[config.mk]
export PLATFORM = sky130hd
export DESIGN_NAME = boot_flash_fetch
export DESIGN_NICKNAME = d
export VERILOG_FILES = /design/src/rtl/bootfetch_pkg.sv /design/src/rtl/bf_sclk_gen.sv /design/src/rtl/bf_shift.sv /design/src/rtl/bf_frame.sv /design/src/rtl/boot_flash_fetch.sv
export SDC_FILE = /design/constraint.sdc
export NUM_CORES = 1
export LEC_CHECK = 0
export BUFFER_PORTS_ARGS = -buffer_cell sky130_fd_sc_hd__buf_2
export CAP_MARGIN = 30
export CORE_MARGIN = 2
export CORE_UTILIZATION = 39
export CTS_CLUSTER_SIZE = 28
export DETAILED_ROUTE_END_ITERATION = 8
export MAX_ROUTING_LAYER = met4
export SLEW_MARGIN = 20
export SYNTH_ARGS = -nofsm -noshare
export SYNTH_HDL_FRONTEND = slang
export SYNTH_SLANG_ARGS = --single-unit
export TNS_END_PERCENT = 1
[constraint.sdc]
create_clock -name clk -period 2 [get_ports clk]
set_input_delay 0.4 -clock clk [delete_from_list [all_inputs] [get_ports clk]]
set_output_delay 0.4 -clock clk [all_outputs]
set_load 0.01 [all_outputs]
[src/rtl/bootfetch_pkg.sv]
package bootfetch_pkg;

  typedef enum logic [1:0] {
    ROLE_NONE = 2'd0,
    ROLE_SIZE = 2'd1,
    ROLE_PROG = 2'd2,
    ROLE_CSUM = 2'd3
  } byte_role_e;

  typedef enum logic [2:0] {
    ST_IDLE,
    ST_CMD,
    ST_SIZE,
    ST_BODY,
    ST_CSUM,
    ST_TAIL,
    ST_DONE,
    ST_HALT
  } fetch_st_e;

  localparam logic [7:0] READ_OPCODE = 8'h03;

  // Command word shifted out MSB first: opcode then address
  function automatic logic [31:0] cmd_frame(input logic [23:0] addr);
    return {READ_OPCODE, addr};
  endfunction

  // New bit enters at the top; after eight pushes the first bit sits at bit 0
  function automatic logic [7:0] lsb_first_push(input logic [7:0] acc, input logic b);
    return {b, acc[7:1]};
  endfunction

  // New byte enters at the top; after four pushes the first byte is the low byte
  function automatic logic [31:0] le_word_push(input logic [31:0] w, input logic [7:0] b);
    return {b, w[31:8]};
  endfunction

  function automatic logic size_too_big(input logic [31:0] words, input logic [31:0] lim);
    return words > lim;
  endfunction

  function automatic logic [31:0] words_to_bytes(input logic [31:0] words);
    return words << 2;
  endfunction

  function automatic logic st_active(input fetch_st_e s);
    return (s == ST_CMD) || (s == ST_SIZE) || (s == ST_BODY) ||
           (s == ST_CSUM) || (s == ST_TAIL);
  endfunction

  function automatic logic st_receiving(input fetch_st_e s);
    return (s == ST_SIZE) || (s == ST_BODY) || (s == ST_CSUM);
  endfunction

  function automatic byte_role_e role_of(input fetch_st_e s);
    case (s)
      ST_SIZE: return ROLE_SIZE;
      ST_BODY: return ROLE_PROG;
      ST_CSUM: return ROLE_CSUM;
      default: return ROLE_NONE;
    endcase
  endfunction

endpackage

[src/rtl/bf_sclk_gen.sv]
module bf_sclk_gen #(
  parameter int DIV = 40
) (
  input  logic clk,
  input  logic rst_n,
  input  logic run,
  input  logic hold_low,
  output logic sclk,
  output logic rise_evt,
  output logic fall_evt
);
  localparam int HALF = DIV / 2;
  localparam int CW   = (DIV > 2) ? $clog2(DIV) : 1;

  logic [CW-1:0] cnt;

  // Tick positions inside one SCLK period; a rise tick is still produced
  // while hold_low is set so the tail can time one full period
  assign rise_evt = run && (cnt == CW'(HALF - 1));
  assign fall_evt = run && (cnt == CW'(DIV - 1));

  always_ff @(posedge clk or negedge rst_n) begin
    if (!rst_n)        cnt <= '0;
    else if (!run)     cnt <= '0;
    else if (fall_evt) cnt <= '0;
    else               cnt <= cnt + 1'b1;
  end

  always_ff @(posedge clk or negedge rst_n) begin
    if (!rst_n)                     sclk <= 1'b0;
    else if (!run)                  sclk <= 1'b0;
    else if (rise_evt && !hold_low) sclk <= 1'b1;
    else if (fall_evt)              sclk <= 1'b0;
  end

endmodule

[src/rtl/bf_shift.sv]
module bf_shift
  import bootfetch_pkg::*;
(
  input  logic        clk,
  input  logic        rst_n,
  input  logic        load,
  input  logic [23:0] addr,
  input  logic        rise_evt,
  input  logic        fall_evt,
  input  logic        rx_en,
  input  logic        miso,
  output logic        mosi,
  output logic        rx_done,
  output logic [7:0]  rx_byte
);
  logic [31:0] tx_sh;
  logic [7:0]  rx_sh;
  logic [2:0]  bit_idx;

  assign mosi    = tx_sh[31];
  assign rx_byte = lsb_first_push(rx_sh, miso);
  assign rx_done = rise_evt && rx_en && (bit_idx == 3'd7);

  // Transmit: MSB first, advanced on the falling tick, zeros fill behind
  always_ff @(posedge clk or negedge rst_n) begin
    if (!rst_n)        tx_sh <= '0;
    else if (load)     tx_sh <= cmd_frame(addr);
    else if (fall_evt) tx_sh <= {tx_sh[30:0], 1'b0};
  end

  // Receive: sample on the rising tick, LSB first
  always_ff @(posedge clk or negedge rst_n) begin
    if (!rst_n) begin
      rx_sh   <= '0;
      bit_idx <= '0;
    end else if (load) begin
      rx_sh   <= '0;
      bit_idx <= '0;
    end else if (rise_evt && rx_en) begin
      rx_sh   <= rx_byte;
      bit_idx <= bit_idx + 3'd1;
    end
  end

endmodule

[src/rtl/bf_frame.sv]
module bf_frame
  import bootfetch_pkg::*;
#(
  parameter int MAX_WORDS = 16384
) (
  input  logic       clk,
  input  logic       rst_n,
  input  logic       rise_evt,
  input  logic       rx_done,
  input  logic [7:0] rx_byte,
  output logic       run,
  output logic       hold_low,
  output logic       load,
  output logic       rx_en,
  output logic       ss_n,
  output logic       done,
  output logic       size_err,
  output logic       byte_valid,
  output logic [7:0] byte_data,
  output logic [1:0] byte_role
);
  localparam int BW = $clog2(MAX_WORDS * 4 + 1);

  fetch_st_e      st, nxt;
  logic [4:0]     cmd_cnt;
  logic [1:0]     quad;
  logic [31:0]    size_sh;
  logic [31:0]    size_full;
  logic [BW-1:0]  body_left;
  logic           size_last;
  logic           size_bad;

  assign run       = st_active(st);
  assign rx_en     = st_receiving(st);
  assign hold_low  = (st == ST_TAIL);
  assign load      = (st == ST_IDLE);
  assign size_full = le_word_push(size_sh, rx_byte);
  assign size_last = (st == ST_SIZE) && rx_done && (quad == 2'd3);
  assign size_bad  = size_too_big(size_full, 32'(MAX_WORDS));

  always_comb begin
    nxt = st;
    case (st)
      ST_IDLE: nxt = ST_CMD;
      ST_CMD:  if (rise_evt && cmd_cnt == 5'd31) nxt = ST_SIZE;
      ST_SIZE: if (size_last) begin
                 if (size_bad)              nxt = ST_TAIL;
                 else if (size_full == '0)  nxt = ST_CSUM;
                 else                       nxt = ST_BODY;
               end
      ST_BODY: if (rx_done && body_left == BW'(1)) nxt = ST_CSUM;
      ST_CSUM: if (rx_done && quad == 2'd3) nxt = ST_TAIL;
      ST_TAIL: if (rise_evt) nxt = ST_DONE;
      ST_DONE: nxt = ST_HALT;
      ST_HALT: nxt = ST_HALT;
      default: nxt = ST_HALT;
    endcase
  end

  always_ff @(posedge clk or negedge rst_n) begin
    if (!rst_n) begin
      st   <= ST_IDLE;
      ss_n <= 1'b1;
      done <= 1'b0;
    end else begin
      st   <= nxt;
      ss_n <= !st_active(nxt);
      done <= (nxt == ST_DONE);
    end
  end

  // Command bit counter
  always_ff @(posedge clk or negedge rst_n) begin
    if (!rst_n)                           cmd_cnt <= '0;
    else if (load)                        cmd_cnt <= '0;
    else if (st == ST_CMD && rise_evt)    cmd_cnt <= cmd_cnt + 5'd1;
  end

  // Byte-within-word counter for the count and checksum words
  always_ff @(posedge clk or negedge rst_n) begin
    if (!rst_n)    quad <= '0;
    else if (load) quad <= '0;
    else if (rx_done && (st == ST_SIZE || st == ST_CSUM)) quad <= quad + 2'd1;
  end

  // Word count assembly and program byte budget
  always_ff @(posedge clk or negedge rst_n) begin
    if (!rst_n) begin
      size_sh   <= '0;
      body_left <= '0;
    end else if (load) begin
      size_sh   <= '0;
      body_left <= '0;
    end else if (st == ST_SIZE && rx_done) begin
      size_sh <= size_full;
      if (size_last && !size_bad) body_left <= BW'(words_to_bytes(size_full));
    end else if (st == ST_BODY && rx_done) begin
      body_left <= body_left - BW'(1);
    end
  end

  always_ff @(posedge clk or negedge rst_n) begin
    if (!rst_n)                   size_err <= 1'b0;
    else if (size_last && size_bad) size_err <= 1'b1;
  end

  // Output byte stage: one cycle after the completing edge
  always_ff @(posedge clk or negedge rst_n) begin
    if (!rst_n) begin
      byte_valid <= 1'b0;
      byte_data  <= '0;
      byte_role  <= ROLE_NONE;
    end else begin
      byte_valid <= rx_done;
      if (rx_done) begin
        byte_data <= rx_byte;
        byte_role <= role_of(st);
      end
    end
  end

endmodule

[src/rtl/boot_flash_fetch.sv]
module boot_flash_fetch
  import bootfetch_pkg::*;
#(
  parameter int CLK_DIV   = 40,
  parameter int MAX_WORDS = 16384
) (
  input  logic        clk,
  input  logic        rst_n,
  input  logic [23:0] boot_addr,
  input  logic        spi_miso,
  output logic        spi_sclk,
  output logic        spi_mosi,
  output logic        spi_ss_n,
  output logic        img_valid,
  output logic [7:0]  img_byte,
  output logic [1:0]  img_role,
  output logic        img_done,
  output logic        img_size_err
);
  // Named internal events
  logic       sclk_rise;
  logic       sclk_fall;
  logic       frame_run;
  logic       tail_hold;
  logic       cmd_load;
  logic       rx_active;
  logic       rx_strobe;
  logic [7:0] rx_value;

  bf_sclk_gen #(.DIV(CLK_DIV)) u_clk (
    .clk      (clk),
    .rst_n    (rst_n),
    .run      (frame_run),
    .hold_low (tail_hold),
    .sclk     (spi_sclk),
    .rise_evt (sclk_rise),
    .fall_evt (sclk_fall)
  );

  bf_shift u_shift (
    .clk      (clk),
    .rst_n    (rst_n),
    .load     (cmd_load),
    .addr     (boot_addr),
    .rise_evt (sclk_rise),
    .fall_evt (sclk_fall),
    .rx_en    (rx_active),
    .miso     (spi_miso),
    .mosi     (spi_mosi),
    .rx_done  (rx_strobe),
    .rx_byte  (rx_value)
  );

  bf_frame #(.MAX_WORDS(MAX_WORDS)) u_frame (
    .clk        (clk),
    .rst_n      (rst_n),
    .rise_evt   (sclk_rise),
    .rx_done    (rx_strobe),
    .rx_byte    (rx_value),
    .run        (frame_run),
    .hold_low   (tail_hold),
    .load       (cmd_load),
    .rx_en      (rx_active),
    .ss_n       (spi_ss_n),
    .done       (img_done),
    .size_err   (img_size_err),
    .byte_valid (img_valid),
    .byte_data  (img_byte),
    .byte_role  (img_role)
  );

endmodule

==> impl_metrics.toml <==
[outcome]
outcome = "complete, but fails checks"
violations = "negative setup slack"

[timing]
slew_headroom = 0.656
hold_violations = 0
fin_skew_ns = 0.00865
fmax_ghz = 0.453
fin_crit_sh = 1.10
rsz0062_at_grt = "true"
setup_violations = 23
period_needed_ns = 2.21
tightestPinTransition_ns = 0.512
drv_slew = 0
setup_ws_ns = -0.207

[placed_design]
io_buffers = 42
post-place-ws_ns = -0.173
hpwl_microns = 10600
globalplace.congestion = 0.953
place_inst = 894

[floorplan]
core_area_sq_mm = 0.0139
io_pins = 43
die_area_sq_mm = 0.0153
fp.dieW_microns = 124
initial_utilization = 0.400
rows = 43
die_y_microns = 124

[detailed_routing]
route.detailed.drc = 0
drt_iter0_drc = 337
wirelength_microns = 15200
final_antenna_net_count = 0
vias = 5079
viasPerCell = 5.47
routedWlPerCell_microns = 16.3
drtPass1Iterations = 7

[cells_and_area]
drive_above_1_share = 0.291
fin_cells = 929
final_util = 0.538
finalNetCount = 771
nFillCells = 1267
area_growth_pct = 34.6
final_cell_mix = "128 x nand2_1, 113 x dfrtp_1, 98 x buf_4"
n_antenna_cell = 0
final_common_cell = "nand2_1"

[clock_network]
clk_latency_ns = 0.42
cts_num_sinks = 114
h-tree-depth = 4
numCtsBuffers = 17
cts_root_buffer = "clkbuf_16"
cts_tree = "done"
clockBufferDepth = 2
clk_pin_slew_ns = 0.06

[synthesis]
async_flop_share = 1.00
yosys.area_share.simple = 0.232
ys_ff_latch = 114
yosysWarnings = 0
synth_top_area_frac = 0.507
synth_compound_area_frac = 0.161
synth_adder_area_share = 0.0198
synth_edf_count = 0
yosysSeqAreaShare = 0.512
yosysTopAreaCell = "dfrtp_1"
synthMuxAreaShare = 0.0251
synth_cells = 602
synth_top_family_by_area = "simple AND/OR/NAND/NOR gates"
synth_area_sq_mm = 0.00557
synth_cell_type_count = 65
synthXorXnorAreaFrac = 0.0126
syn_area_per_cell_sq_um = 9.26
synth_area_leaders = "dfrtp_1 51%, nand2_1 8.7%, a21oi_1 3.5%, nor2_1 3.0%, mux2i_1 2.5%"
synth_nets = 637
synth-main-ff-cell = "dfrtp_1"

[global_routing]
grt_usage = 0.223
grt_pass1_vias = 5091
grt_max_degree = 42
antenna_found_initial = 0
grt_pass1_wl_microns = 25500
grt.overflow.total = 0

[worst_setup_path]
worstPathArrival_ns = 2.51
crit_start = "u_clk.cnt[0]"
crit_type = "reg -> reg"
cp-end-kind = "flip-flop"
rr_startpoint = "u_clk.cnt[0]"
cp.required_ns = 2.30
critPathLaunchType = "flip-flop"
crit_fanout = 4

[run]
drv_cap = 0

[hold_path]
hp-class = "in -> reg"
min_from = "boot_addr[0]"

[power_and_ir_drop]
leakage_nw = 3.44
irDropWorstVdd_v = 0.000710
power_density_mw_per_mm2 = 741
routing by layer:
metal,track usage,vias up,share of wire
li1,-,2429,-
met1,0.293,2508,0.47
met2,0.342,121,0.47
met3,0.0466,21,0.040
met4,0.0803,0,0.019
met5,-,-,0
sequential cells by signal, summed over array words and instances (netlist names), 2 cells and up:
| signal | cells |
|---|---|
| u_frame.byte_role | 2 |
| u_frame.byte_data | 8 |
| u_frame.size_sh | 24 |
| u_frame.cmd_cnt | 5 |
| u_frame.st | 3 |
| u_frame.body_left | 17 |
| u_frame.quad | 2 |
| u_shift.bit_idx | 3 |
| u_clk.cnt | 6 |
| u_shift.tx_sh | 32 |
| u_shift.rx_sh | 7 |
stage by stage:
step | setup TNS [ns] | power, mW | cell area, sq um | hold slack, ns
final | -1.66 | 5.56 | 7500 | 0.183
after global routing | -5.44 | 5.72 | 7500 | 0.188
after CTS | -1.55 | 5.61 | 7390 | 0.175
after detailed placement | -3.05 | 2.44 | 6720 | 0.393
after global placement | -1.82 | 2.44 | 6720 | 0.388
after floorplan | -0.336 | 2.35 | 5580 | 0.104
area by class of cell:
cell class	count	area (sq um)	share of cell area
inverter	20	75.1	0.0100
multi-input combinational	435	2650	0.354
clock buffer	18	439	0.0585
timing repair buffer	148	1080	0.143
clock inverter	14	179	0.0239
sequential	114	2850	0.380
tap	180	225	0.0300
Yosys cell counts (2+ instances only):
master / count
o31a_1: 3
o31ai_1: 5
o22ai_1: 13
a22oi_1: 16
a21o_1: 3
a211oi_1: 6
buf_2: 7
xor2_1: 2
xnor2_1: 6
ha_1: 8
mux2i_1: 14
a21oi_1: 39
o311a_1: 2
nand4_1: 7
a2bb2oi_1: 2
a21boi_0: 2
a31oi_1: 4
a221o_1: 3
nor4_2: 2
nor3b_1: 4
or3_1: 6
nor2_1: 45
nor4_1: 12
or4_1: 4
and4_1: 4
buf_1: 5
o21ai_0: 21
nand2b_1: 3
nor3_1: 17
nand3_1: 19
dfrtp_1: 113
and3_1: 3
nand2_1: 129
or2_2: 2
a32oi_1: 3
inv_1: 19
clkbuf_1: 21
path summary, 6_finish.rpt:
| kind | slack, ns | end | cells past startpoint |
|---|---|---|---|
| max in group asynchronous | 0.89 | u_frame.ss_n | 3 |
| hold reg to reg | 0.47 | u_shift.tx_sh[26] | 2 |
| setup reg to reg | -0.21 | u_frame.body_left[13] | 7 |
| hold / removal | 0.18 | u_shift.tx_sh[0] | 3 |
| setup / recovery | -0.21 | u_frame.body_left[13] | 7 |
| min in group asynchronous | 0.49 | u_shift.tx_sh[15] | 2 |
cells by family after synthesis:
logic type | after synthesis
fa+ha+maj | 9
buf+inv | 53
xor+xnor | 8
simple gates | 269
compound gates | 135
flops | 114
mux | 14
where the power goes:
group	switching (mW)	total, mW	leakage [nW]	internal, mW
Clock	1.15	3.16	0.294	2.01
Combinational	0.0581	0.0896	1.75	0.0315
Sequential	0.00198	2.31	1.40	2.31
repair_timing:
item / CTS / global route
hold buffers: 1 / 0
setup endpoints to repair: 28 / 77
resized for setup: 14 / 25
hold endpoints to repair: 30 / 0
pin swaps: 2 / 7
buffers inserted: 0 / 2
worst max-delay path, stage by stage, from the launching register on:
cell      delay, ns
dfrtp_1        0.36
ha_2           0.20
or4b_4         0.52
buf_6          0.15
nor4_4         0.24
nand4b_1       0.18
and4_1         0.18
a221o_1        0.26
No activity file was read; power rests on OpenSTA's default activity.
